**config.mk**
```make
export PLATFORM = sky130hd
export DESIGN_NAME = pair_load_seq
export DESIGN_NICKNAME = d
export VERILOG_FILES = /design/src/rtl/pls_pkg.sv /design/src/rtl/pls_decode.sv /design/src/rtl/pls_agen.sv /design/src/rtl/pls_unpack.sv /design/src/rtl/pair_load_seq.sv
export SDC_FILE = /design/constraint.sdc
export NUM_CORES = 1
export LEC_CHECK = 0
export ABC_CLOCK_PERIOD_IN_PS = 7800
export BUFFER_PORTS_ARGS = -buffer_cell sky130_fd_sc_hd__clkbuf_2
export CORE_MARGIN = 4
export CORE_UTILIZATION = 28
export DETAILED_ROUTE_END_ITERATION = 16
export HOLD_SLACK_MARGIN = 0.03
export PLACE_DENSITY = 0.55
export SLEW_MARGIN = 20
export SYNTH_ARGS = -nofsm -noshare
export SYNTH_HDL_FRONTEND = slang
export SYNTH_HIERARCHICAL = 1
export SYNTH_SLANG_ARGS = --single-unit
```
**constraint.sdc**
```tcl
create_clock -name clk -period 7.8 [get_ports clk]
set_input_delay 1.56 -clock clk [delete_from_list [all_inputs] [get_ports clk]]
set_output_delay 1.56 -clock clk [all_outputs]
set_load 0.005 [all_outputs]
```
**src/rtl/pls_pkg.sv**
```systemverilog
package pls_pkg;

    typedef enum logic [2:0] {
        ST_IDLE,
        ST_REQ_A,
        ST_RSP_A,
        ST_REQ_B,
        ST_RSP_B,
        ST_COMMIT,
        ST_FAULT
    } pls_state_e;

    typedef enum logic [1:0] {
        AM_POST,
        AM_PRE,
        AM_OFFSET,
        AM_NONE
    } pls_amode_e;

    localparam logic [2:0] ENC_POST   = 3'b001;
    localparam logic [2:0] ENC_PRE    = 3'b011;
    localparam logic [2:0] ENC_OFFSET = 3'b010;
    localparam logic [2:0] ENC_CLASS  = 3'b101;
    localparam logic [1:0] ENC_WORD   = 2'b00;
    localparam logic [1:0] ENC_DWORD  = 2'b10;

endpackage

```
**src/rtl/pls_decode.sv**
```systemverilog
module pls_decode
    import pls_pkg::*;
#(
    parameter int XLEN  = 64,
    parameter int IMM_W = 7,
    parameter int IDX_W = 5
) (
    input  logic [31:0]      instr,
    output logic             legal,
    output logic             dword,
    output pls_amode_e       mode,
    output logic [IDX_W-1:0] rt,
    output logic [IDX_W-1:0] rt2,
    output logic [IDX_W-1:0] rn,
    output logic [XLEN-1:0]  offset
);
    localparam int IMM_LSB = 15;
    localparam int RT2_LSB = 10;
    localparam int RN_LSB  = 5;

    logic [1:0]       size_f;
    logic [2:0]       mode_f;
    logic [IMM_W-1:0] imm_f;
    logic [XLEN-1:0]  imm_sext;
    logic             size_ok;
    logic             class_ok;

    always_comb begin
        size_f   = instr[31:30];
        mode_f   = instr[25:23];
        imm_f    = instr[IMM_LSB +: IMM_W];
        rt       = instr[0 +: IDX_W];
        rt2      = instr[RT2_LSB +: IDX_W];
        rn       = instr[RN_LSB +: IDX_W];
        dword    = (size_f == ENC_DWORD);
        size_ok  = (size_f == ENC_WORD) || (size_f == ENC_DWORD);
        class_ok = (instr[29:27] == ENC_CLASS) && !instr[26] && instr[22];
        unique case (mode_f)
            ENC_POST:   mode = AM_POST;
            ENC_PRE:    mode = AM_PRE;
            ENC_OFFSET: mode = AM_OFFSET;
            default:    mode = AM_NONE;
        endcase
        legal    = size_ok && class_ok && (mode != AM_NONE);
        imm_sext = {{(XLEN-IMM_W){imm_f[IMM_W-1]}}, imm_f};
        offset   = dword ? (imm_sext << 3) : (imm_sext << 2);
    end
endmodule

```
**src/rtl/pls_agen.sv**
```systemverilog
module pls_agen
    import pls_pkg::*;
#(
    parameter int XLEN          = 64,
    parameter int IDX_W         = 5,
    parameter int SP_ALIGN_LOG2 = 4
) (
    input  logic [XLEN-1:0]  base_val,
    input  logic [XLEN-1:0]  sp_val,
    input  logic [IDX_W-1:0] rn,
    input  logic [XLEN-1:0]  offset,
    input  pls_amode_e       mode,
    output logic [XLEN-1:0]  acc_addr,
    output logic [XLEN-1:0]  wb_addr,
    output logic             wb_req,
    output logic             use_sp,
    output logic             sp_misaligned
);
    logic [XLEN-1:0] base;
    logic [XLEN-1:0] sum;

    always_comb begin
        use_sp        = (rn == {IDX_W{1'b1}});
        base          = use_sp ? sp_val : base_val;
        sum           = base + offset;
        acc_addr      = (mode == AM_POST) ? base : sum;
        wb_addr       = sum;
        wb_req        = (mode == AM_POST) || (mode == AM_PRE);
        sp_misaligned = use_sp && (|base[SP_ALIGN_LOG2-1:0]);
    end
endmodule

```
**src/rtl/pls_unpack.sv**
```systemverilog
module pls_unpack #(
    parameter int XLEN = 64
) (
    input  logic [2*XLEN-1:0] raw,
    input  logic              dword,
    input  logic              big_endian,
    output logic [XLEN-1:0]   single,
    output logic [XLEN-1:0]   first,
    output logic [XLEN-1:0]   second
);
    localparam int HALF_W = XLEN / 2;

    logic [XLEN-1:0] half_v [2];

    for (genvar h = 0; h < 2; h++) begin : g_half
        assign half_v[h] = dword ? raw[h*XLEN +: XLEN]
                                 : {{HALF_W{1'b0}}, raw[h*HALF_W +: HALF_W]};
    end

    assign single = half_v[0];
    assign first  = big_endian ? half_v[1] : half_v[0];
    assign second = big_endian ? half_v[0] : half_v[1];
endmodule

```
**src/rtl/pair_load_seq.sv**
```systemverilog
module pair_load_seq
    import pls_pkg::*;
#(
    parameter int XLEN          = 64,
    parameter int IMM_W         = 7,
    parameter int IDX_W         = 5,
    parameter int SP_ALIGN_LOG2 = 4
) (
    input  logic              clk,
    input  logic              rst_n,
    input  logic              start,
    input  logic [31:0]       instr,
    input  logic [XLEN-1:0]   base_val,
    input  logic [XLEN-1:0]   sp_val,
    input  logic              big_endian,
    input  logic              pair_fetch,
    output logic              idle,
    output logic              req_valid,
    input  logic              req_ready,
    output logic [XLEN-1:0]   req_addr,
    output logic [2:0]        req_size,
    input  logic              rsp_valid,
    input  logic [2*XLEN-1:0] rsp_data,
    output logic              wr0_en,
    output logic [IDX_W-1:0]  wr0_idx,
    output logic [XLEN-1:0]   wr0_data,
    output logic              wr1_en,
    output logic [IDX_W-1:0]  wr1_idx,
    output logic [XLEN-1:0]   wr1_data,
    output logic              wb_en,
    output logic              wb_to_sp,
    output logic [IDX_W-1:0]  wb_idx,
    output logic [XLEN-1:0]   wb_data,
    output logic              done,
    output logic              fault_align,
    output logic              unpred
);
    localparam int HALF_W     = XLEN / 2;
    localparam int WORD_BYTES = HALF_W / 8;
    localparam int DW_BYTES   = XLEN / 8;
    localparam logic [2:0] WORD_LOG2 = 3'($clog2(WORD_BYTES));
    localparam logic [2:0] DW_LOG2   = 3'($clog2(DW_BYTES));

    // decode and address generation
    logic             d_legal, d_dword;
    pls_amode_e       d_mode;
    logic [IDX_W-1:0] d_rt, d_rt2, d_rn;
    logic [XLEN-1:0]  d_offset;
    logic [XLEN-1:0]  a_acc, a_wb;
    logic             a_wb_req, a_use_sp, a_sp_bad;

    pls_decode #(.XLEN(XLEN), .IMM_W(IMM_W), .IDX_W(IDX_W)) u_decode (
        .instr  (instr),
        .legal  (d_legal),
        .dword  (d_dword),
        .mode   (d_mode),
        .rt     (d_rt),
        .rt2    (d_rt2),
        .rn     (d_rn),
        .offset (d_offset)
    );

    pls_agen #(.XLEN(XLEN), .IDX_W(IDX_W), .SP_ALIGN_LOG2(SP_ALIGN_LOG2)) u_agen (
        .base_val      (base_val),
        .sp_val        (sp_val),
        .rn            (d_rn),
        .offset        (d_offset),
        .mode          (d_mode),
        .acc_addr      (a_acc),
        .wb_addr       (a_wb),
        .wb_req        (a_wb_req),
        .use_sp        (a_use_sp),
        .sp_misaligned (a_sp_bad)
    );

    // latched operation context
    pls_state_e       state, state_nx;
    logic             dword_q, wide_q, be_q, use_sp_q, wb_req_q;
    logic [IDX_W-1:0] rt_q, rt2_q, rn_q;
    logic [XLEN-1:0]  addr_q, wbaddr_q, data0_q, data1_q;
    logic [XLEN-1:0]  u_single, u_first, u_second;
    logic             accept;
    logic             same_tgt, base_clash;

    pls_unpack #(.XLEN(XLEN)) u_unpack (
        .raw        (rsp_data),
        .dword      (dword_q),
        .big_endian (be_q),
        .single     (u_single),
        .first      (u_first),
        .second     (u_second)
    );

    assign accept = (state == ST_IDLE) && start && d_legal;

    // next-state logic
    always_comb begin
        state_nx = state;
        unique case (state)
            ST_IDLE:   if (accept) state_nx = a_sp_bad ? ST_FAULT : ST_REQ_A;
            ST_REQ_A:  if (req_ready) state_nx = ST_RSP_A;
            ST_RSP_A:  if (rsp_valid) state_nx = wide_q ? ST_COMMIT : ST_REQ_B;
            ST_REQ_B:  if (req_ready) state_nx = ST_RSP_B;
            ST_RSP_B:  if (rsp_valid) state_nx = ST_COMMIT;
            ST_COMMIT: state_nx = ST_IDLE;
            ST_FAULT:  state_nx = ST_IDLE;
            default:   state_nx = ST_IDLE;
        endcase
    end

    // state register
    always_ff @(posedge clk or negedge rst_n) begin
        if (!rst_n) state <= ST_IDLE;
        else        state <= state_nx;
    end

    // context and data capture
    always_ff @(posedge clk or negedge rst_n) begin
        if (!rst_n) begin
            dword_q  <= 1'b0;
            wide_q   <= 1'b0;
            be_q     <= 1'b0;
            use_sp_q <= 1'b0;
            wb_req_q <= 1'b0;
            rt_q     <= '0;
            rt2_q    <= '0;
            rn_q     <= '0;
            addr_q   <= '0;
            wbaddr_q <= '0;
            data0_q  <= '0;
            data1_q  <= '0;
        end else begin
            if (accept) begin
                dword_q  <= d_dword;
                wide_q   <= pair_fetch;
                be_q     <= big_endian;
                use_sp_q <= a_use_sp;
                wb_req_q <= a_wb_req;
                rt_q     <= d_rt;
                rt2_q    <= d_rt2;
                rn_q     <= d_rn;
                addr_q   <= a_acc;
                wbaddr_q <= a_wb;
            end
            if (state == ST_RSP_A && rsp_valid) begin
                data0_q <= wide_q ? u_first : u_single;
                if (wide_q) data1_q <= u_second;
            end
            if (state == ST_RSP_B && rsp_valid) data1_q <= u_single;
        end
    end

    assign same_tgt   = (rt_q == rt2_q);
    assign base_clash = wb_req_q && !use_sp_q && ((rn_q == rt_q) || (rn_q == rt2_q));

    // outputs
    always_comb begin
        idle        = (state == ST_IDLE);
        req_valid   = 1'b0;
        req_addr    = addr_q;
        req_size    = dword_q ? DW_LOG2 : WORD_LOG2;
        wr0_en      = 1'b0;
        wr1_en      = 1'b0;
        wb_en       = 1'b0;
        wb_to_sp    = 1'b0;
        done        = 1'b0;
        fault_align = 1'b0;
        unpred      = 1'b0;
        wr0_idx     = rt_q;
        wr1_idx     = rt2_q;
        wr0_data    = data0_q;
        wr1_data    = data1_q;
        wb_idx      = rn_q;
        wb_data     = wbaddr_q;
        unique case (state)
            ST_REQ_A: begin
                req_valid = 1'b1;
                if (wide_q) req_size = dword_q ? DW_LOG2 + 3'd1 : WORD_LOG2 + 3'd1;
            end
            ST_REQ_B: begin
                req_valid = 1'b1;
                req_addr  = addr_q + (dword_q ? XLEN'(DW_BYTES) : XLEN'(WORD_BYTES));
            end
            ST_COMMIT: begin
                done     = 1'b1;
                wr0_en   = !same_tgt;
                wr1_en   = 1'b1;
                wb_en    = wb_req_q && !base_clash;
                wb_to_sp = wb_req_q && !base_clash && use_sp_q;
                unpred   = same_tgt || base_clash;
            end
            ST_FAULT: begin
                done        = 1'b1;
                fault_align = 1'b1;
            end
            default: ;
        endcase
    end


    req_hold_chk: assert property (@(posedge clk) disable iff (!rst_n)
        req_valid && !req_ready |=> req_valid && $stable(req_addr) && $stable(req_size));


    done_pulse_chk: assert property (@(posedge clk) disable iff (!rst_n)
        done |=> !done);


    fault_quiet_chk: assert property (@(posedge clk) disable iff (!rst_n)
        fault_align |-> !wr0_en && !wr1_en && !wb_en && !req_valid);


    wb_gpr_idx_chk: assert property (@(posedge clk) disable iff (!rst_n)
        wb_en && !wb_to_sp |-> wb_idx != {IDX_W{1'b1}});


    word_zext_chk: assert property (@(posedge clk) disable iff (!rst_n)
        wr1_en && !dword_q |-> wr1_data[XLEN-1:HALF_W] == '0);


    wb_no_overlap_chk: assert property (@(posedge clk) disable iff (!rst_n)
        wb_en && !wb_to_sp |-> (wb_idx != wr1_idx) && (!wr0_en || wb_idx != wr0_idx));


    writes_in_done_chk: assert property (@(posedge clk) disable iff (!rst_n)
        (wr0_en || wr1_en || wb_en) |-> done);
endmodule

```
==> flow_summary.json <==
{
  "outcome": "finished, final reports clean",
  "met3_wirelength_mm": 6.71,
  "ys_dominant_reg_cell": "sky130_fd_sc_hd__dfrtp_1",
  "yosys_warnings": 6,
  "place_ws_ps": 1170,
  "setup_repair_after_global_routing_missed_its_margin": "no",
  "first_pass_iters": 5,
  "crit_required_ps": 8200,
  "floorplan.core_area_um2": 78900,
  "grt-ovfl-total": 0,
  "global_route.usage.total": 0.194,
  "wl_met1_mm": 35.4,
  "maxCapViolCount": 0,
  "cts_setup_buffers": 0,
  "viasPerCell": 4.95,
  "finalSetupTns_ps": 0,
  "layout.nets": 3274,
  "cts.hold.buffers_added": 0,
  "grt_pass1_wl_mm": 127,
  "synth_area_per_cell_um2": 8.87,
  "num_antenna_cells": 0,
  "tritoncts": "built",
  "die-width_um": 290,
  "intPower_mw": 3.89,
  "layout_commonest_cell": "sky130_fd_sc_hd__clkbuf_2",
  "path_clk_slew_ps": 60,
  "irDropWorstVdd_mv": 0.152,
  "max-slew-margin-rel": 0.339,
  "combinationalPowerShare": 0.349,
  "arrival_ps": 6470,
  "synth_area_leaders": "sky130_fd_sc_hd__dfrtp_1 31%, sky130_fd_sc_hd__mux2_2 11%, sky130_fd_sc_hd__mux2i_1 8.9%, sky130_fd_sc_hd__nand2_1 7.7%, sky130_fd_sc_hd__ha_1 4.2%",
  "highest_layer": "met5",
  "p_seq_frac": 0.347,
  "count_of_vias_placed_by_the_detailed_router": 19700,
  "post-dp-hpwl_mm": 67.3,
  "row_count": 103,
  "hold_path.class": "reg -> reg",
  "ctsHtreeMaxLevel": 2,
  "clock_path_buffers": 3,
  "most_frequent_cells_in_the_layout": "576 x sky130_fd_sc_hd__clkbuf_2, 458 x sky130_fd_sc_hd__nand2_1, 276 x sky130_fd_sc_hd__dfrtp_1",
  "tightestPinTransition_ps": 991,
  "clock_sink_count": 279,
  "io_pins": 578,
  "grt_pass1_vias": 19600,
  "met2_length_mm": 41.1,
  "numPortBuffers": 577,
  "grt_antenna_before_repair": 2,
  "power.share.clock": 0.303,
  "synth_top_area_share": 0.313,
  "layout-area-overhead-vs-synth_pct": 19.5,
  "leakage_nw": 12.8,
  "gpl.final_weighted_congestion": 0.931,
  "post_synth_edffs": 0,
  "final_std_cell_area_no_fill_um2": 26600,
  "cts_resized": 0,
  "netlist_area_um2": 22300,
  "post-route-worst-setup-slack_ps": 1730,
  "ctsRootBufferMaster": "sky130_fd_sc_hd__clkbuf_16",
  "worst_setup_path_start_kind": "input pin",
  "async_reset_ff_frac": 1.00,
  "finalMaxSlewViolations": 0,
  "critical_path_peak_fanout": 39,
  "synthesis.instances": 2511,
  "grt_start_max_net_pins": 132,
  "total_switching_power_mw": 2.25,
  "hold_viol": 0,
  "timing.fmax_mhz": 165,
  "synthDistinctLibCells": 75,
  "period_share": 0.778,
  "crit_path_end_kind": "register",
  "post-route-min-period_ps": 6070,
  "layout_cell_share_with_drive_strength_beyond_1": 0.324,
  "power.density_cell_area_nw_per_um2": 231,
  "detailed_place.area_um2": 25300,
  "wl_per_cell_um": 21.5,
  "height_of_the_die_um": 290,
  "timing_worst_setup_path_type": "in -> reg",
  "ys_seq_elements": 279,
  "finalCoreUtilization": 0.338,
  "sw_frac_of_total": 0.366,
  "clkLatencyLatePin_ps": 580,
  "drt-initial-drc-count": 1098,
  "start_util": 0.282,
  "wirelength_mm": 85.4,
  "setup-violations-final": 0,
  "synthDominantAreaCellType": "sky130_fd_sc_hd__dfrtp_1",
  "worst_hold_margin_ps": 482,
  "antenna_violating_nets_post_route": 0,
  "detail_route.drc_violations": 0,
  "cts_inserted_buffers": 39,
  "synth_seq_area_share": 0.313,
  "die_area_um2": 84100,
  "final_worst_clock_skew_ps": 29.1
}
[stage by stage]
stage,total power [mW],std cells
after floorplan,3.33,2512
after global placement,4.30,3911
after detailed placement,4.31,3911
after CTS,6.23,3983
after global routing,6.56,3983
final,6.14,3983
[worst max-delay path, cell delays in order]
cell and delay (ps):
sky130_fd_sc_hd__clkbuf_2 80, sky130_fd_sc_hd__and3_1 180, sky130_fd_sc_hd__nand3_2 430, sky130_fd_sc_hd__inv_2 820, sky130_fd_sc_hd__nand2_1 110, sky130_fd_sc_hd__nand2_1 110, sky130_fd_sc_hd__ha_1 270, sky130_fd_sc_hd__a21o_1 200
sky130_fd_sc_hd__and2_1 180, sky130_fd_sc_hd__o311ai_1 540, sky130_fd_sc_hd__nand2_1 120, sky130_fd_sc_hd__a221oi_1 720, sky130_fd_sc_hd__a21oi_1 300, sky130_fd_sc_hd__a31oi_1 280, sky130_fd_sc_hd__xnor2_1 120, sky130_fd_sc_hd__mux2_2 270
sky130_fd_sc_hd__nand2_1 50, sky130_fd_sc_hd__o21ai_0 80
[metal layers]
metal  track usage  vias to the layer above
met3        0.0543                      107
met4        0.0485                        2
met5             0                        -
met1         0.239                     9552
li1              -                     9404
met2         0.334                      667
[state kept, by name, summed over array words and instances (netlist names)]
signal,count
addr_q,64
be_q,1
dword_q,1
state,3
use_sp_q,1
wb_data,64
wb_idx,5
wb_req_q,1
wide_q,1
wr0_data,64
wr0_idx,5
wr1_data,64
wr1_idx,5
[cells in the mapped netlist, types with 10 or more instances]
library cell               count
sky130_fd_sc_hd__nand2_1     458
sky130_fd_sc_hd__dfrtp_1     279
sky130_fd_sc_hd__mux2_2      221
sky130_fd_sc_hd__mux2i_1     199
sky130_fd_sc_hd__a21oi_1     140
sky130_fd_sc_hd__nor2_1      137
sky130_fd_sc_hd__buf_4       108
sky130_fd_sc_hd__o21ai_0     102
sky130_fd_sc_hd__clkbuf_1     88
sky130_fd_sc_hd__xnor2_1      85
sky130_fd_sc_hd__ha_1         75
sky130_fd_sc_hd__nor2b_1      72
sky130_fd_sc_hd__xor2_1       56
sky130_fd_sc_hd__nand4_1      47
sky130_fd_sc_hd__and2_1       46
sky130_fd_sc_hd__buf_2        44
sky130_fd_sc_hd__inv_1        40
sky130_fd_sc_hd__a21o_1       36
sky130_fd_sc_hd__mux2_4       35
sky130_fd_sc_hd__nand3_1      31
sky130_fd_sc_hd__nor3_1       26
sky130_fd_sc_hd__and3_1       19
sky130_fd_sc_hd__o21bai_1     14
sky130_fd_sc_hd__a31oi_1      12
sky130_fd_sc_hd__o31ai_1      10
[logic make-up (layout without fill, tap and decap cells)]
group           Yosys count  in the layout  synth area share
compound gates          382            382             0.106
simple gates            885            885             0.184
buf+inv                 291            712            0.0722
fa+ha+maj                77             77            0.0439
other cells               1              2          0.000168
xor+xnor                141            141            0.0554
mux                     455            455             0.225
flops                   279            279             0.313
[worst paths after layout]
check | start | to | slack, ps | cells past startpoint
max in group asynchronous | rst_n | wr0_data[12]$_DFFE_PN0P_ | 5420 | 2
hold / removal | wr1_data[27]$_DFFE_PN0P_ | wr1_data[27]$_DFFE_PN0P_ | 480 | 2
setup / recovery | instr[5] | addr_q[58]$_DFFE_PN0P_ | 1730 | 18
setup reg to reg | dword_q$_DFFE_PN0P_ | wr1_data[0]$_DFFE_PN0P_ | 4990 | 5
min in group asynchronous | rst_n | wb_data[32]$_DFFE_PN0P_ | 970 | 1
hold reg to reg | wr1_data[27]$_DFFE_PN0P_ | wr1_data[27]$_DFFE_PN0P_ | 480 | 2
[final cells by class]
class	instances	area (um2)
Clock buffer	55	1100
Clock inverter	17	221
Fill cell	8351	52200
Inverter	41	154
Multi-Input combinational cell	1942	13700
Sequential cell	279	6990
Tap cell	1050	1310
Timing Repair Buffer	599	3110
[power by group through the flow]
| stage | registers [mW] | clock network (mW) | logic [mW] |
|---|---|---|---|
| after floorplan | 2.10 | 0 | 1.24 |
| after global placement | 2.15 | 0 | 2.15 |
| after detailed placement | 2.15 | 0 | 2.17 |
| after CTS | 2.14 | 1.92 | 2.17 |
| after global routing | 2.19 | 1.98 | 2.39 |
| final | 2.13 | 1.86 | 2.15 |
(Power assumes the default switching activity.)
